### config.mk
export PLATFORM = sky130hd
export DESIGN_NAME = lockin_demod
export DESIGN_NICKNAME = d
export VERILOG_FILES = /design/src/rtl/lockin_pkg.sv /design/src/rtl/lockin_nco.sv /design/src/rtl/lockin_ctrl.sv /design/src/rtl/lockin_datapath.sv /design/src/rtl/lockin_demod.sv
export SDC_FILE = /design/constraint.sdc
export NUM_CORES = 2
export LEC_CHECK = 0
export BUFFER_PORTS_ARGS = -buffer_cell sky130_fd_sc_hd__clkbuf_2
export CORE_MARGIN = 2
export CORE_UTILIZATION = 65
export CTS_CLUSTER_SIZE = 14
export DETAILED_ROUTE_END_ITERATION = 10
export PLACE_DENSITY = 0.83
export SLEW_MARGIN = 0
export SYNTH_ARGS = -nofsm -noshare
export SYNTH_HDL_FRONTEND = slang
export SYNTH_HIERARCHICAL = 1
export SYNTH_SLANG_ARGS = --single-unit
### constraint.sdc
create_clock -name clk -period 26 [get_ports clk]
set_clock_uncertainty 0.1 [all_clocks]
set_input_delay 0 -clock clk [delete_from_list [all_inputs] [get_ports clk]]
set_output_delay 0 -clock clk [all_outputs]
set_load 0.05 [all_outputs]
### src/rtl/lockin_pkg.sv
package lockin_pkg;
  localparam int PHASE_W = 32;
  localparam int LUT_W   = 10;
  localparam int QTR_W   = LUT_W - 2;
  localparam int QTR_N   = 1 << QTR_W;
  localparam int SAMP_W  = 16;
  localparam int PROD_W  = 2 * SAMP_W;
  localparam int ACC_W   = 48;
  localparam int WIN_W   = 16;
  localparam int AMP     = 32767;

  typedef struct packed {
    logic startWin;
    logic accum;
    logic publish;
  } ctrl_strobe_t;

  typedef enum logic {ST_ARM, ST_RUN} ctrl_state_t;

  // quarter-wave parabolic sine, mirrored and negated by the two top address bits
  function automatic logic signed [SAMP_W-1:0] sineCode(input logic [LUT_W-1:0] addr);
    logic [QTR_W-1:0] k;
    logic [31:0] sq;
    logic [47:0] scaled;
    logic signed [SAMP_W-1:0] mag;
    k = addr[QTR_W] ? ~addr[QTR_W-1:0] : addr[QTR_W-1:0];
    sq = 32'(k) * (32'(2 * QTR_N) - 32'(k));
    scaled = 48'(sq) * 48'(AMP);
    mag = SAMP_W'(scaled >> (2 * QTR_W));
    return addr[LUT_W-1] ? -mag : mag;
  endfunction
endpackage

### src/rtl/lockin_nco.sv
module lockin_nco
  import lockin_pkg::*;
#(
  parameter int PW = PHASE_W,
  parameter int LW = LUT_W
) (
  input  logic                     clk,
  input  logic                     rstN,
  input  logic                     enable,
  input  logic [PW-1:0]            freqWord,
  input  logic [PW-1:0]            phaseOff,
  output logic signed [SAMP_W-1:0] excCode,
  output logic signed [SAMP_W-1:0] refSin,
  output logic signed [SAMP_W-1:0] refCos,
  output logic                     wrapFlag
);
  localparam int SHIFT = PW - LW;

  logic [PW-1:0] phaseAcc;
  logic [PW:0]   sum;
  logic [LW-1:0] refTop;
  logic signed [SAMP_W-1:0] refVal [2];

  assign sum = {1'b0, phaseAcc} + {1'b0, freqWord};

  always_ff @(posedge clk or negedge rstN) begin
    if (!rstN) begin
      phaseAcc <= '0;
      wrapFlag <= 1'b0;
    end else if (enable) begin
      phaseAcc <= sum[PW-1:0];
      wrapFlag <= sum[PW];
    end else begin
      phaseAcc <= '0;
      wrapFlag <= 1'b0;
    end
  end

  // excitation sees the raw accumulator, references see it shifted by the offset
  assign excCode = sineCode(phaseAcc[PW-1 -: LW]);
  assign refTop  = LW'((phaseAcc + phaseOff) >> SHIFT);

  for (genvar g = 0; g < 2; g++) begin : g_ref
    logic [LW-1:0] addr;
    assign addr      = refTop + LW'(g * QTR_N);
    assign refVal[g] = sineCode(addr);
  end

  assign refSin = refVal[0];
  assign refCos = refVal[1];


  acc_idle_chk: assert property (@(posedge clk) disable iff (!rstN)
    !enable |=> (phaseAcc == '0));


  wrap_order_chk: assert property (@(posedge clk) disable iff (!rstN)
    (enable && $past(enable)) |-> (wrapFlag == (phaseAcc < $past(phaseAcc))));
endmodule

### src/rtl/lockin_ctrl.sv
module lockin_ctrl
  import lockin_pkg::*;
#(
  parameter int PW = PHASE_W,
  parameter int WW = WIN_W
) (
  input  logic          clk,
  input  logic          rstN,
  input  logic          enable,
  input  logic          wrapFlag,
  input  logic          cfgFreqWr,
  input  logic [PW-1:0] cfgFreqData,
  input  logic          cfgWinWr,
  input  logic [WW-1:0] cfgWinData,
  input  logic          cfgPhaseWr,
  input  logic [PW-1:0] cfgPhaseData,
  output logic [PW-1:0] freqWord,
  output logic [PW-1:0] phaseOff,
  output ctrl_strobe_t  stb,
  output logic          resultDone,
  output logic          calStale
);
  logic [WW-1:0] winReg, winEff, cnt, cntInc, nCnt;
  ctrl_state_t   state, nState;

  always_ff @(posedge clk or negedge rstN) begin
    if (!rstN) begin
      freqWord <= '0;
      winReg   <= WW'(1);
      phaseOff <= '0;
      calStale <= 1'b1;
    end else begin
      if (cfgFreqWr)  freqWord <= cfgFreqData;
      if (cfgWinWr)   winReg   <= cfgWinData;
      if (cfgPhaseWr) phaseOff <= cfgPhaseData;
      if (cfgFreqWr || cfgWinWr) calStale <= 1'b1;
      else if (cfgPhaseWr)       calStale <= 1'b0;
    end
  end

  assign winEff = (winReg == '0) ? WW'(1) : winReg;
  assign cntInc = cnt + WW'(1);

  always_comb begin
    stb    = '0;
    nState = state;
    nCnt   = cnt;
    if (!enable) begin
      nState = ST_ARM;
      nCnt   = '0;
    end else if (state == ST_ARM) begin
      if (wrapFlag) begin
        stb.startWin = 1'b1;
        nState       = ST_RUN;
        nCnt         = '0;
      end
    end else if (wrapFlag) begin
      if (cntInc == winEff) begin
        stb.publish  = 1'b1;
        stb.startWin = 1'b1;
        nCnt         = '0;
      end else begin
        stb.accum = 1'b1;
        nCnt      = cntInc;
      end
    end else begin
      stb.accum = 1'b1;
    end
  end

  always_ff @(posedge clk or negedge rstN) begin
    if (!rstN) begin
      state      <= ST_ARM;
      cnt        <= '0;
      resultDone <= 1'b0;
    end else begin
      state      <= nState;
      cnt        <= nCnt;
      resultDone <= stb.publish;
    end
  end


  win_bound_chk: assert property (@(posedge clk) disable iff (!rstN)
    cnt < winEff);


  done_on_wrap_chk: assert property (@(posedge clk) disable iff (!rstN)
    resultDone |-> ($past(wrapFlag) && $past(enable)));


  stale_set_chk: assert property (@(posedge clk) disable iff (!rstN)
    (cfgFreqWr || cfgWinWr) |=> calStale);


  stale_clear_chk: assert property (@(posedge clk) disable iff (!rstN)
    (cfgPhaseWr && !cfgFreqWr && !cfgWinWr) |=> !calStale);
endmodule

### src/rtl/lockin_datapath.sv
module lockin_datapath
  import lockin_pkg::*;
#(
  parameter int SW = SAMP_W,
  parameter int AW = ACC_W
) (
  input  logic                 clk,
  input  logic                 rstN,
  input  ctrl_strobe_t         stb,
  input  logic signed [SW-1:0] sampleIn,
  input  logic                 sampleValid,
  input  logic signed [SW-1:0] refSin,
  input  logic signed [SW-1:0] refCos,
  output logic signed [AW-1:0] iOut,
  output logic signed [AW-1:0] qOut
);
  localparam int PWID = 2 * SW;

  logic signed [SW-1:0] refs [2];
  logic signed [AW-1:0] res  [2];

  assign refs[0] = refSin;
  assign refs[1] = refCos;

  for (genvar g = 0; g < 2; g++) begin : g_chan
    logic signed [PWID-1:0] prod;
    logic signed [AW-1:0]   prodExt, acc;

    assign prod    = sampleIn * refs[g];
    assign prodExt = {{(AW-PWID){prod[PWID-1]}}, prod};

    always_ff @(posedge clk or negedge rstN) begin
      if (!rstN) begin
        acc    <= '0;
        res[g] <= '0;
      end else begin
        if (stb.publish) res[g] <= acc;
        if (stb.startWin)                  acc <= sampleValid ? prodExt : '0;
        else if (stb.accum && sampleValid) acc <= acc + prodExt;
      end
    end
  end

  assign iOut = res[0];
  assign qOut = res[1];


  hold_chk: assert property (@(posedge clk) disable iff (!rstN)
    !stb.publish |=> ($stable(iOut) && $stable(qOut)));
endmodule

### src/rtl/lockin_demod.sv
module lockin_demod
  import lockin_pkg::*;
(
  input  logic        clk,
  input  logic        rstN,
  input  logic        enable,
  input  logic        cfgFreqWr,
  input  logic [31:0] cfgFreqData,
  input  logic        cfgWinWr,
  input  logic [15:0] cfgWinData,
  input  logic        cfgPhaseWr,
  input  logic [31:0] cfgPhaseData,
  input  logic [15:0] sampleIn,
  input  logic        sampleValid,
  output logic [15:0] excCode,
  output logic [47:0] iOut,
  output logic [47:0] qOut,
  output logic        resultDone,
  output logic        calStale
);
  logic [PHASE_W-1:0] freqWord, phaseOff;
  logic signed [SAMP_W-1:0] refSin, refCos, excS;
  logic wrapFlag;
  ctrl_strobe_t stb;
  logic signed [ACC_W-1:0] iS, qS;

  lockin_ctrl u_ctrl (
    .clk, .rstN, .enable, .wrapFlag,
    .cfgFreqWr, .cfgFreqData, .cfgWinWr, .cfgWinData,
    .cfgPhaseWr, .cfgPhaseData,
    .freqWord, .phaseOff, .stb, .resultDone, .calStale
  );

  lockin_nco u_nco (
    .clk, .rstN, .enable, .freqWord, .phaseOff,
    .excCode(excS), .refSin, .refCos, .wrapFlag
  );

  lockin_datapath u_dp (
    .clk, .rstN, .stb,
    .sampleIn($signed(sampleIn)), .sampleValid,
    .refSin, .refCos, .iOut(iS), .qOut(qS)
  );

  assign excCode = excS;
  assign iOut    = iS;
  assign qOut    = qS;
endmodule

==> metrics.md <==
| Metric | Value |
|---|---|
| Initial antenna violation count | 7 |
| Gr ovfl total | 0 |
| Pin count of the biggest net entering global routing | 106 |
| Finished Cell Area | 0.07069 mm2 |
| CTS sink cnt | 324 |
| Max Fclk | 0.04084 GHz |
| R2r endpoint | u_dp/g_chan[1].acc[41] |
| Fin. max-slew vios | 10 |
| Num ports | 217 |
| Worst EP required | 26.38 ns |
| DIE HEIGHT | 322.3 um |
| Synth Area in XOR/XNOR | 0.05092 |
| Setup TNS | 0 ns |
| Worst slew pin tran | 1.808 ns |
| Failing checks | slew limit |
| Cell Area, Synth | 0.06587 mm2 |
| Die area | 0.1039 mm2 |
| Worst Hold Slack | 0.08539 ns |
| Synth Area in Simple Gates | 0.1190 |
| FFs w/ async S/R, synth | 1.000 |
| DRT Pass-1 Iters | 7 |
| Post-synthesis adder-cell area fraction | 0.4653 |
| Reg2reg setup slack | 1.52 ns |
| Worst Reg-to-Reg Cells | 89 |
| Routed Antenna Nets | 0 |
| Synthesis Warnings | 6 |
| Sequential element share of the synthesized area | 0.1231 |
| CTS tree | done |
| Mux cell area share after synthesis | 0.03273 |
| Final Setup Violations | 0 |
| Largest family of logic cells by synthesized area | adder cells |
| Post-DP HPWL | 139.1 mm |
| Critical path's most frequent cell | fa_1 |
| Fin util | 0.7048 |
| Initial Util | 0.6568 |
| Initial DRC count | 3825 |
| Post-synth top flop | dfrtp_1 |
| Critical Path Start Type | register |
| Worst skew pair latency | 0.59 ns |
| Min-Delay Startpoint | cfgFreqData[4] |
| CP max stage cell | fa_1 |
| Total CTS buffers | 35 |
| Routed WL per cell | 19.93 um |
| Max Cap Violations | 0 |
| Status | finished, violations left |
| Gpl congestion | 0.9976 |
| Die Span X | 322.3 um |
| Vias in the first global route | 54580 |
| EDFF count, synth | 0 |
| Rel. slew slack | -0.2179 |
| # nets final | 9166 |
| Dpl cell area | 0.06853 mm2 |
| Syn avg cell area | 9.352 um2 |
| Top-area cell type share of the netlist area | 0.3392 |
| Root buffer cell | clkbuf_16 |
| Share of post-route cells with drive strength above 1 | 0.08429 |
| Synth area leader | fa_1 |
| Clock tree buffer depth | 3 |
| DRC | 0 |
| First-pass GRT wire length | 283.9 mm |
| Row cnt | 116 |
| Critical path type | reg2reg |
| Crit-path max cell delay | 1.07 ns |
| Synth-to-layout area growth | 7.309% |
| CP Max Fanout | 20 |
| Hold Path Class | in2reg |
| Setup Fix Bufs, Post-CTS | 0 |
| Gate Count Post-Synth | 7044 |
| Minimum clock period after layout | 24.48 ns |
| Crit path launch | u_ctrl/phaseOff[7] |
| Routed vias | 50850 |
| Tcrit/Tclk final | 0.9416 |
| Worst setup endpoint | u_dp/g_chan[1].acc[41] |
| RSZ-0062 raised after global routing | false |
| Number of port buffers | 216 |
| Post-synthesis cell type count | 120 |
| Largest cells by area after synthesis | fa_1, ha_1, dfrtp_1 |
| WL final | 172.7 mm |
| Final Hold Vio Count | 0 |
| Clk pin slew, worst setup/hold paths | 0.07 ns |
| # H-tree levels | 2 |
| Top post-synthesis cells by count | inv_1, fa_1, ha_1 |
| CP Capture Type | register |
| Tot GR Track Use | 0.3458 |
| Core region area | 0.1003 mm2 |
| Vias per inst | 5.865 |
| Compound-Gate Fraction of Synth Area | 0.1083 |
| Count leader, synth | inv_1 |
| Crit path DAT | 24.86 ns |
| R2R Path Start | u_ctrl/phaseOff[7] |
| Post-synthesis register bit count | 324 |
flip-flops by register name (all words and copies together), names as in the netlist:
register / cells
u_ctrl/resultDone: 1
u_ctrl/phaseOff: 32
u_dp/g_chan.acc: 96
u_ctrl/freqWord: 32
u_ctrl/calStale: 1
u_ctrl/cnt: 16
u_dp/iOut: 48
u_nco/wrapFlag: 1
u_ctrl/winReg: 16
u_ctrl/state: 1
u_dp/qOut: 48
u_nco/phaseAcc: 32
critical path: cells and delay by family (launching register included):
family	cells	cell delay [ns]
fa+ha+maj	24	11.36
simple gates	19	4.25
flops	1	0.40
buf+inv	15	1.46
compound gates	26	5.45
xor+xnor	5	1.28
per-layer routing:
layer / wire length [um] / up-vias / GRT usage
met5: 78 / - / 0
met4: 10720 / 6 / 0.1883
met3: 11910 / 547 / 0.05776
met2: 84640 / 2008 / 0.5842
met1: 65380 / 25520 / 0.4248
li1: - / 22760 / -
stage by stage:
stage          std cells  setup WS, ns
2_1_floorplan       7075         3.493
3_3_place_gp        8515         1.657
3_5_place_dp        8515         1.213
4_1_cts             8664         1.167
5_1_grt             8667       0.02804
6_report            8669         1.517
what timing repair did:
item | in CTS | in global routing
resized for setup | 0 | 5
hold endpoints to repair | 222 | 0
endpoints found under the setup margin | 0 | 14
hold buffers | 87 | 0
final cells by class:
cell class	instances	area, um2
Multi-Input combinational cell	5005	51320
Fill cell	7333	29600
Sequential cell	324	8110
Inverter	1545	5803
Timing Repair Buffer	372	2477
Tap cell	1357	1698
Clock buffer	44	949.7
Clock inverter	18	316.6
Antenna cell	4	10.01
cells in the final DEF, fill, tap and decap left out, drive strengths merged, types with 12 or more instances in the layout:
| master | n |
|---|---|
| inv | 1543 |
| fa | 1116 |
| ha | 664 |
| nand2 | 438 |
| nor2 | 348 |
| dfrtp | 322 |
| and2 | 303 |
| a21oi | 279 |
| xnor2 | 275 |
| clkbuf | 260 |
| o21ai | 211 |
| mux2 | 179 |
| a21o | 140 |
| nand2b | 99 |
| xor2 | 99 |
| dlygate4sd3 | 87 |
| nor3 | 79 |
| buf | 69 |
| nand3 | 68 |
| a22o | 61 |
| o21a | 51 |
| and3 | 48 |
| a31oi | 39 |
| nor2b | 36 |
| o21bai | 34 |
| conb | 33 |
| o211ai | 31 |
| or3 | 29 |
| nand4 | 29 |
| a211oi | 28 |
| o31ai | 23 |
| a22oi | 17 |
| a211o | 15 |
| nor4 | 15 |
| mux2i | 14 |
| or2 | 14 |
| a2111oi | 14 |
| a31o | 12 |
| and4 | 12 |
| a21boi | 12 |
cells by family after synthesis:
logic type,after synthesis
flops,324
compound gates,1062
mux,193
xor+xnor,376
simple gates,1561
buf+inv,1746
fa+ha+maj,1780
other cells,2
worst min path at each step:
stage,to,slack (ns),cells past startpoint
global route,u_ctrl/freqWord[4],0.10,3
finish,u_ctrl/freqWord[4],0.09,3
global placement,u_dp/qOut[38],0.02,1
floorplan,u_ctrl/cnt[0],-0.40,0
detailed placement,u_dp/qOut[38],0.02,1
CTS,u_ctrl/freqWord[4],0.06,3
Power is not shown: default switching activity piles up to over one toggle a cycle in this logic, so the estimate is an artifact.
